[src/rtl/fce_pkg.sv]
package fce_pkg;
  localparam int DATA_W       = 16;
  localparam int CODE_W       = 8;
  localparam int PIX_W        = 4;
  localparam int PIX_PER_WORD = DATA_W / PIX_W;
  localparam int GROUPS       = DATA_W / PIX_PER_WORD;
  localparam int IDX_W        = $clog2(GROUPS);

  typedef struct packed {
    logic             wrCode;
    logic             wrFont;
    logic             rdCode;
    logic             rdFont;
    logic             rdResult;
    logic [IDX_W-1:0] resIdx;
    logic             byteRd;
    logic             byteLow;
  } fceStrobes_t;
endpackage

[src/rtl/fce_ctrl.sv]
module fce_ctrl
  import fce_pkg::*;
#(
  parameter int ADDR_W = 8,
  parameter logic [ADDR_W-1:0] CODE_OFS = 8'h4C,
  parameter logic [ADDR_W-1:0] FONT_OFS = 8'h4E,
  parameter logic [ADDR_W-1:0] RES_BASE = 8'h50
) (
  input  logic [ADDR_W-1:0] busAddr,
  input  logic              busWrEn,
  input  logic              busRdByte,
  output fceStrobes_t       strobes
);
  localparam logic [ADDR_W-1:0] RES_END = RES_BASE + ADDR_W'(2 * GROUPS);

  logic [ADDR_W-1:0] wordAddr;
  logic [ADDR_W-1:0] resOfs;
  logic              inResult;

  always_comb begin
    wordAddr = {busAddr[ADDR_W-1:1], 1'b0};
    resOfs   = wordAddr - RES_BASE;
    inResult = (wordAddr >= RES_BASE) && (wordAddr < RES_END);

    strobes          = '0;
    strobes.rdCode   = (wordAddr == CODE_OFS);
    strobes.rdFont   = (wordAddr == FONT_OFS);
    strobes.rdResult = inResult;
    strobes.resIdx   = resOfs[IDX_W:1];
    strobes.wrCode   = busWrEn && (wordAddr == CODE_OFS);
    strobes.wrFont   = busWrEn && (wordAddr == FONT_OFS);
    strobes.byteRd   = busRdByte;
    strobes.byteLow  = busAddr[0];
  end
endmodule

[src/rtl/fce_datapath.sv]
module fce_datapath
  import fce_pkg::*;
(
  input  logic              clk,
  input  logic              rst_n,
  input  logic [DATA_W-1:0] busWrData,
  input  fceStrobes_t       strobes,
  output logic [DATA_W-1:0] busRdData,
  output logic [DATA_W-1:0] fontQ,
  output logic [CODE_W-1:0] codeQ
);
  localparam int HALF_W = DATA_W / 2;

  logic [DATA_W-1:0] expanded [GROUPS];
  logic [DATA_W-1:0] wordSel;

  always_ff @(posedge clk or negedge rst_n) begin
    if (!rst_n) begin
      fontQ <= '0;
      codeQ <= '0;
    end else begin
      if (strobes.wrFont) fontQ <= busWrData;
      if (strobes.wrCode) codeQ <= busWrData[CODE_W-1:0];
    end
  end

  for (genvar g = 0; g < GROUPS; g++) begin : gen_group
    for (genvar p = 0; p < PIX_PER_WORD; p++) begin : gen_pix
      assign expanded[g][p*PIX_W +: PIX_W] =
        fontQ[(GROUPS-1-g)*PIX_PER_WORD + p] ? codeQ[CODE_W-1 -: PIX_W]
                                             : codeQ[PIX_W-1:0];
    end
  end

  always_comb begin
    wordSel = '0;
    if (strobes.rdResult)    wordSel = expanded[strobes.resIdx];
    else if (strobes.rdFont) wordSel = fontQ;
    else if (strobes.rdCode) wordSel = {{(DATA_W-CODE_W){1'b0}}, codeQ};

    if (strobes.byteRd)
      busRdData = {{HALF_W{1'b0}},
                   strobes.byteLow ? wordSel[HALF_W-1:0] : wordSel[DATA_W-1:HALF_W]};
    else
      busRdData = wordSel;
  end
endmodule

[src/rtl/font_color_expander.sv]
module font_color_expander
  import fce_pkg::*;
#(
  parameter int ADDR_W = 8
) (
  input  logic              clk,
  input  logic              rst_n,
  input  logic [ADDR_W-1:0] busAddr,
  input  logic              busWrEn,
  input  logic [15:0]       busWrData,
  input  logic              busRdByte,
  output logic [15:0]       busRdData
);
  fceStrobes_t       strobes;
  logic [DATA_W-1:0] fontQ;
  logic [CODE_W-1:0] codeQ;

  fce_ctrl #(.ADDR_W(ADDR_W)) i_ctrl (
    .busAddr  (busAddr),
    .busWrEn  (busWrEn),
    .busRdByte(busRdByte),
    .strobes  (strobes)
  );

  fce_datapath i_dp (
    .clk      (clk),
    .rst_n    (rst_n),
    .busWrData(busWrData),
    .strobes  (strobes),
    .busRdData(busRdData),
    .fontQ    (fontQ),
    .codeQ    (codeQ)
  );
endmodule

[config.mk]
export PLATFORM = sky130hd
export DESIGN_NAME = font_color_expander
export DESIGN_NICKNAME = d
export VERILOG_FILES = /design/src/rtl/fce_pkg.sv /design/src/rtl/fce_ctrl.sv /design/src/rtl/fce_datapath.sv /design/src/rtl/font_color_expander.sv
export SDC_FILE = /design/constraint.sdc
export NUM_CORES = 1
export LEC_CHECK = 0
export ABC_CLOCK_PERIOD_IN_PS = 2900
export BUFFER_PORTS_ARGS = -buffer_cell sky130_fd_sc_hd__buf_2
export CAP_MARGIN = 30
export CORE_UTILIZATION = 57
export DETAILED_ROUTE_END_ITERATION = 6
export HOLD_SLACK_MARGIN = 0.12
export PLACE_DENSITY = 0.85
export RECOVER_POWER = 100
export SYNTH_ARGS = -nofsm -noshare
export SYNTH_HDL_FRONTEND = slang
export SYNTH_SLANG_ARGS = --single-unit
export TNS_END_PERCENT = 1
[constraint.sdc]
create_clock -name clk -period 2.9 [get_ports clk]
set_clock_uncertainty 0.15 [all_clocks]
set_input_delay 0.29 -clock clk [delete_from_list [all_inputs] [get_ports clk]]
set_output_delay 0.29 -clock clk [all_outputs]
set_load 0.005 [all_outputs]
==> reports/metrics.csv, run 1 <==
metric;value;unit
ff2ff_path_depth;1;
start_kind;flip-flop;
syn-cell-area;1760;µm²
dr.first_iter.drc_count;103;
status;complete, but fails checks;
cts_tree;yes;
grtUsageMet1;42.1;%
cts_buffers;3;
io_pins;44;
grt_use_met3;4.08;%
crit_type;flip-flop to output pin;
drc;6;
postCtsSetupBuffers;0;
required;2460;ps
max_cap_violations;0;
crit_fanout;8;
ant_nets;0;
setup_tns;0;ps
layout.nets;243;
end_kind;output pin;
die_area;3310;µm²
first_pass_iters;7;
final_cell_mix;buf_2, dfrtp_1, mux2_2, nor3_1, dlygate4sd3_1;
place.gp.congestion;0.916;
clk_pin_slew;130;ps
min_path_cells;1;
drt-total-wl;4460;µm
num_rows;19;
ctsResizeCount;0;
grt_pass1_wl;7140;µm
slew_violations;0;
io_buffers;43;
final_layout_size_suffix_gt1_share;30.8;%
grt.total_usage;28.5;%
grt_setup_unrepaired;no;
dr_total_vias;1563;
cts-root-buf;clkbuf_4;
crit_arrival;2060;ps
fin_crit;2500;ps
grt_start_max_net_pins;25;
hold_viol_final;0;
clock_path_buffers;2;
antenna_cells;0;
vias_per_cell;6.38;
dp_hpwl;3190;µm
core_area;2830;µm²
gr-total-overflow;0;
ys_async_sr_fraction;100;%
power.leakage;0.962;nW
violations;design-rule violations;
start_util;62.1;%
wl_per_cell;18.2;µm
layout.cells.non_filler;245;
die_h;57.5;µm
max_slew_margin;14.4;%
syn2layout_area_growth;18.9;%
die_w;57.5;µm
grt_use_met2;43.0;%
final_common_cell;buf_2;
setup_viol_count_final;0;
ir_drop;0.297;mV
grt_pass1_vias;1499;
worst_slew_pin_slew;1280;ps
synth_seq_cells;24;
power_density;348;nW/µm²
numClockSinks;24;
top_usage_layer;met2;
clk_latency;310;ps
ys_types;33;
avgSynthCellArea;11.0;µm²
final.period_utilization;86.2;%
timing.fmax;0.400;GHz
antenna_found_initial;0;
synth_cells;160;
ys.flop_type;dfrtp_1;
yosys_warnings;0;
hold_class;flip-flop to flip-flop;
syn_nets;188;
synth_edf_count;0;
cts_max_level;1;
yosysSeqAreaShare;34.2;%
dp_cells;224;
## cell type report
| class | instances | area [µm²] |
|---|---|---|
| multi-input cells | 122 | 1010 |
| fillers | 218 | 739 |
| flip-flops and latches | 24 | 601 |
| repair buffers | 62 | 392 |
| well taps | 31 | 38.8 |
| clock buffers | 4 | 36.3 |
| inverters | 2 | 7.51 |
## per-layer routing
layer	up-vias	wire (µm)
li1	720	-
met5	-	0
met1	764	2060
met4	0	34
met2	75	2030
met3	4	331
## per-stage QoR
step	power (W)	area, µm²	hold slack (ps)	utilization (%)	worst slack, ps
6_report	0.000728	2090	398	73.9	400
5_1_grt	0.000762	2090	415	73.9	262
4_1_cts	0.000741	2160	331	76.2	414
3_5_place_dp	0.000547	1950	150	69.0	514
3_3_place_gp	0.000539	1950	136	69.0	538
2_1_floorplan	0.000490	1760	-156	-	844
## power by group
part / leakage [nW] / internal, W / switching, W / total [W]
Sequential: 0.327 / 0.000362 / 0.0000276 / 0.000389
Clock: 0.0210 / 0.0000767 / 0.000101 / 0.000178
Combinational: 0.614 / 0.0000843 / 0.0000762 / 0.000161
Total: 0.962 / 0.000523 / 0.000205 / 0.000728
## state kept, by name, summed over array words and instances, names as in the netlist
signal / cells
i_dp.codeQ: 8
i_dp.fontQ: 16
## worst max-delay path, stage by stage (launching register included)
cell      delay [ps]
dfrtp_1          440
mux4_2           580
nor4_1           290
a221oi_1         110
a22oi_1          200
clkbuf_1         130
## kinds of logic (layout without fill, tap and decap cells)
| logic type | Yosys count | count (layout) | synth area share [%] |
|---|---|---|---|
| AND/OR/NAND/NOR | 51 | 51 | 17.9 |
| buffers and inverters | 14 | 68 | 4.70 |
| flip-flops | 24 | 24 | 34.2 |
| multiplexers | 46 | 46 | 33.3 |
| AO/OA/AOI/OAI | 25 | 25 | 9.90 |
## cell usage after synthesis (4+ instances only)
cell type,instances,area [µm²]
dfrtp_1,24,601
mux2_2,19,214
nor3_1,17,85.1
mux2i_1,12,120
mux2_4,10,150
nor2_1,10,37.5
a21oi_1,8,40.0
buf_2,6,30.0
nand2_1,5,18.8
a211oi_1,4,30.0
a22oi_1,4,30.0
mux4_2,4,90.1
nor3b_1,4,30.0
## final timing paths
| path | end | startpoint | slack (ps) |
|---|---|---|---|
| worst min-delay path | i_dp.fontQ[5] | i_dp.fontQ[5] | 400 |
| worst max register to register | i_dp.fontQ[6] | i_dp.fontQ[6] | 1880 |
| min in group asynchronous | i_dp.codeQ[6] | rst_n | 610 |
| worst max-delay path | busRdData[7] | i_dp.fontQ[3] | 400 |
| max in group asynchronous | i_dp.fontQ[0] | rst_n | 1240 |
| worst min register to register | i_dp.fontQ[5] | i_dp.fontQ[5] | 400 |
## repair_timing
action	4_1_cts	5_1_grt
endpoints found under the hold margin	48	0
setup endpoints to repair	0	0
hold buffers	17	0
No activity file was read; power rests on OpenSTA's default activity.
==> run 2: changes to the inputs <==
Settings changed: CELL_PAD_IN_SITES_DETAIL_PLACEMENT set to 1, CELL_PAD_IN_SITES_GLOBAL_PLACEMENT set to 2, CORE_UTILIZATION 57 to 36, GPL_TIMING_DRIVEN set to 0, MAX_ROUTING_LAYER set to met4, PLACE_DENSITY 0.85 to not set, PLACE_DENSITY_LB_ADDON set to 0.1.
==> reports/metrics.csv, run 2 (synthesis gave the netlist of run 1 again) <==
metric;value;unit;change
final_layout_size_suffix_gt1_share;30.1;%;-0.75 points
start_util;37.2;%;-25 points
io_buffers;40;;-7.0%
hold_class;input pin to flip-flop;;
die_h;71.9;µm;+25%
die_area;5160;µm²;+56%
cts_tree;yes;;
required;2460;ps;about the same
ctsHoldBuffers;12;;-5
holdWs;118;ps;-280 ps
crit_fanout;9;;+1
grt.total_usage;21.9;%;-6.6 points
grt_pass1_vias;1679;;+12%
start_kind;input pin;;
max_cap_violations;0;;unchanged
postCtsSetupBuffers;0;;unchanged
clock_path_buffers;2;;unchanged
dr_total_vias;1522;;-2.6%
setup_tns;0;ps;unchanged
ir_drop;0.256;mV;-14%
io_pins;44;;unchanged
core_area;4720;µm²;+67%
cts_max_level;1;;unchanged
multiInputGateArea;1020;µm²;+0.99%
drt-total-wl;4930;µm;+11%
antenna_cells;0;;unchanged
layout.nets;245;;+0.82%
gr-total-overflow;0;;unchanged
ff2ff_path_depth;1;;unchanged
grt_setup_unrepaired;no;;
end_kind;output pin;;
grt_pass1_wl;8400;µm;+18%
vias_per_cell;5.38;;-16%
syn2layout_area_growth;21.9;%;
place.gp.congestion;0.814;;-11%
timing.fmax;0.394;GHz;-1.4%
power_density;361;nW/µm²;+3.6%
ant_nets;0;;unchanged
fillers;564;;+160%
dr.first_iter.drc_count;71;;-31%
crit_arrival;2100;ps;+40 ps
antenna_found_initial;0;;unchanged
wl_per_cell;17.4;µm;-4.2%
final_cell_mix;buf_2, dfrtp_1, mux2_2, nor3_1, clkbuf_1;;
slew_violations;0;;unchanged
status;complete, no violations;;
largest-register;i_dp.fontQ;;
numClockSinks;24;;unchanged
final_util;45.4;%;-29 points
final.period_utilization;87.5;%;+1.2 points
die_w;71.9;µm;+25%
final-seq-area;601;µm²;unchanged
max_slew_margin;18.4;%;+4.1 points
drc;0;;-6
setup_viol_count_final;0;;unchanged
cts-root-buf;clkbuf_8;;
largestRegisters;i_dp.fontQ: 16 flops, i_dp.codeQ: 8 flops;;
cts_buffers;3;;unchanged
worst_slew_pin_slew;1220;ps;-60.9 ps
first_pass_iters;4;;-3
hold_viol_final;0;;unchanged
num_rows;25;;+6
min_path_cells;2;;+1
fin_crit;2540;ps;+36.2 ps
largest_reg_flops;16;;unchanged
final_common_cell;buf_2;;
crit_type;input pin to output pin;;
ctsResizeCount;0;;unchanged
clk_latency;260;ps;-50 ps
power.leakage;0.950;nW;-1.2%
clk_pin_slew;80;ps;-50 ps
dp_hpwl;4020;µm;+26%
grt_start_max_net_pins;25;;unchanged
-- run 2: cell count changes in the layout (fill, tap and decap cells not counted), moves of 2 or more --
| cell | change |
|---|---|
| clkbuf_1 | +11 |
| clkbuf_2 | -6 |
| dlygate4sd3_1 | -5 |
| clkbuf_4 | -3 |
| clkbuf_8 | +3 |
| buf_2 | +2 |
| buf_4 | -2 |
| buf_6 | +2 |
| mux2_1 | -2 |
| mux2_4 | +2 |
-- run 2: report_power, final --
part	leakage, nW	internal, W	switching [W]
Sequential	0.327	0.000362	0.0000276
Clock	0.0288	0.000121	0.0000995
Combinational	0.595	0.0000841	0.0000787
-- run 2: cell type report --
class	count	share of cell area, %
buffer	12	3.15
clock buffer	4	2.57
inverter	2	0.350
multi-input combinational	122	47.8
sequential	24	28.0
tap	67	3.91
timing repair buffer	52	14.1
-- run 2: path summary, 6_finish.rpt --
kind	to	slack, ps	from
max	busRdData[1]	360	busAddr[4]
min	i_dp.fontQ[1]	120	busWrData[1]
max reg2reg	i_dp.fontQ[10]	1900	i_dp.fontQ[10]
min reg2reg	i_dp.fontQ[1]	390	i_dp.fontQ[1]
max in group asynchronous	i_dp.codeQ[2]	1220	rst_n
min in group asynchronous	i_dp.codeQ[3]	650	rst_n
-- run 2: worst max-delay path, cell delays in order --
cell and delay, ps:
clkbuf_1 130, nand4bb_1 200, buf_2 190, nor3_1 650, a221oi_1 270, a22oi_1 230
clkbuf_1 140
-- run 2: per-stage QoR --
stage | instances | setup WS (ps) | total power (W) | area [µm²]
floorplan | 160 | 844 | 0.000490 | 1760
global placement | 267 | 446 | 0.000548 | 2040
detailed placement | 267 | 425 | 0.000559 | 2040
CTS | 283 | 420 | 0.000794 | 2220
global route | 283 | 156 | 0.000816 | 2140
finish | 283 | 364 | 0.000773 | 2140
-- run 2: routing by layer --
layer  up-vias  track usage (%)  part of all wire, %  wire length, µm
met2        46             36.2                   48             2380
met1       745             28.2                   46             2280
li1        724                -                    -                -
met3         7             1.69                  3.5              173
met4         0             8.06                  2.0              100
met5         -                -                    0                0
==> run 3: changes to the inputs <==
Settings changed: ABC_CLOCK_PERIOD_IN_PS 2900 to 3200, REMOVE_ABC_BUFFERS set to 1.
Clock period 2.9 ns to 3.2 ns, I/O delays scaled along.
==> reports/metrics.csv, run 3 (synthesis gave the netlist of run 1 again) <==
metric;value;unit;change
status;complete, no violations;;
ant_nets;0;;unchanged
final_layout_size_suffix_gt1_share;29.6;%;-0.50 points
swShare;26.7;%;+0.090 points
drc;0;;unchanged
power.leakage;0.874;nW;-8.0%
grt_pass1_wl;7400;µm;-12%
largest_reg_flops;16;;unchanged
final_util;41.7;%;-3.7 points
worst_slack;461;ps;+97.0 ps
die_h;71.9;µm;unchanged
hold_class;input pin to flip-flop;;
wl_per_cell;16.8;µm;-3.3%
seq_power_share;54.5;%;+4.1 points
core_area;4720;µm²;unchanged
layout.nets;226;;-7.8%
max_slew_margin;18.2;%;-0.19 points
syn2layout_area_growth;12.0;%;
setup_tns;0;ps;unchanged
start_kind;input pin;;
die_area;5160;µm²;unchanged
slew_violations;0;;unchanged
multiInputGateArea;1010;µm²;-0.98%
clock_path_buffers;2;;unchanged
clk_latency;260;ps;about the same
timing.fmax;0.365;GHz;
fin_crit;2740;ps;
holdWs;121;ps;+2.87 ps
dr.first_iter.drc_count;59;;-17%
crit_type;input pin to output pin;;
largestRegisters;i_dp.fontQ: 16 flops, i_dp.codeQ: 8 flops;;
cts_tree;yes;;
fillers;559;;-0.89%
final-seq-area;601;µm²;unchanged
cts-root-buf;clkbuf_8;;
clockPowerShare;25.8;%;-2.8 points
num_rows;25;;unchanged
gr-total-overflow;0;;unchanged
p_sw;0.000173;W;-16%
drt-total-wl;4430;µm;-10%
grt_start_max_net_pins;25;;unchanged
grt_pass1_vias;1425;;-15%
io_pins;44;;unchanged
cts_buffers;3;;unchanged
required;2730;ps;+270 ps
crit_fanout;9;;unchanged
die_w;71.9;µm;unchanged
setup_viol_count_final;0;;unchanged
dp_hpwl;3650;µm;-9.3%
antenna_found_initial;0;;unchanged
largest-register;i_dp.fontQ;;
dr_total_vias;1358;;-11%
final_common_cell;buf_2;;
place.gp.congestion;0.823;;+1.1%
crit_arrival;2270;ps;+170 ps
vias_per_cell;5.16;;-4.0%
cts_max_level;1;;unchanged
ctsResizeCount;0;;unchanged
pre_cts_slack;570;ps;+144 ps
final.period_utilization;85.6;%;
io_buffers;43;;+7.5%
pwr-share-comb;19.8;%;-1.3 points
hold_viol_final;0;;unchanged
start_util;37.2;%;unchanged
max_cap_violations;0;;unchanged
clk_pin_slew;70;ps;about the same
worst_slew_pin_slew;1230;ps;+2.90 ps
final_cell_mix;buf_2, dfrtp_1, mux2_2, nor3_1, clkbuf_1;;
min_path_cells;2;;unchanged
power_density;329;nW/µm²;-8.8%
p_int;0.000475;W;-16%
ir_drop;0.303;mV;+18%
antenna_cells;0;;unchanged
first_pass_iters;4;;unchanged
numClockSinks;24;;unchanged
ff2ff_path_depth;1;;unchanged
end_kind;output pin;;
power;0.000648;W;-16%
grt.total_usage;19.3;%;-2.5 points
grt_setup_unrepaired;no;;
run 3: cell types whose count changed in the layout (fill, tap and decap cells not counted), moves of 2 or more:
| cell | previous run | this run |
|---|---|---|
| dlygate4sd3_1 | 12 | 1 |
| clkbuf_1 | 17 | 13 |
| buf_2 | 30 | 27 |
| mux2_1 | 9 | 11 |
| mux2_4 | 2 | 0 |
run 3: layer usage:
layer  track usage (%)  part of all wire, %  up-vias
met5                 -                    0        -
met4              5.88                  1.0        0
met3              1.13                  2.6        4
met2              30.7                   48       32
met1              26.7                   48      642
li1                  -                    -      680
run 3: worst paths after layout:
| path | endpoint | startpoint | slack (ps) |
|---|---|---|---|
| setup reg to reg | i_dp.fontQ[10] | i_dp.fontQ[10] | 2180 |
| hold reg to reg | i_dp.fontQ[0] | i_dp.fontQ[0] | 390 |
| max in group asynchronous | i_dp.fontQ[9] | rst_n | 1490 |
| hold / removal | i_dp.fontQ[9] | busWrData[9] | 120 |
| setup / recovery | busRdData[3] | busRdByte | 460 |
| min in group asynchronous | i_dp.fontQ[3] | rst_n | 680 |
run 3: stage by stage:
step / instance area (µm²) / instances
after floorplan: 1680 / 148
after global placement: 1980 / 258
after detailed placement: 1990 / 259
after CTS: 2040 / 263
after global routing: 1970 / 263
final: 1970 / 263
run 3: power groups by stage:
stage	Clock, W	Sequential, W	Combinational (W)
after floorplan	0	0.000347	0.0000840
after global placement	0	0.000356	0.000134
after detailed placement	0	0.000359	0.000140
after CTS	0.000176	0.000353	0.000142
after global routing	0.000189	0.000357	0.000142
final	0.000167	0.000353	0.000128
run 3: critical path: stages:
cell	delay, ps
clkbuf_1	290
nor2b_1	580
mux4_2	450
mux2_1	330
a31o_1	180
buf_2	120
run 3: what timing repair did:
item                                   in CTS  in global routing
endpoints found under the hold margin      24                  0
hold buffers                                1                  0
setup buffers                               0                  0
run 3: cell type report:
| type | count | area share [%] |
|---|---|---|
| inverter | 2 | 0.381 |
| sequential | 24 | 30.5 |
| tap | 67 | 4.26 |
| clock buffer | 3 | 2.10 |
| timing repair buffer | 45 | 11.2 |
| multi-input combinational | 122 | 51.6 |
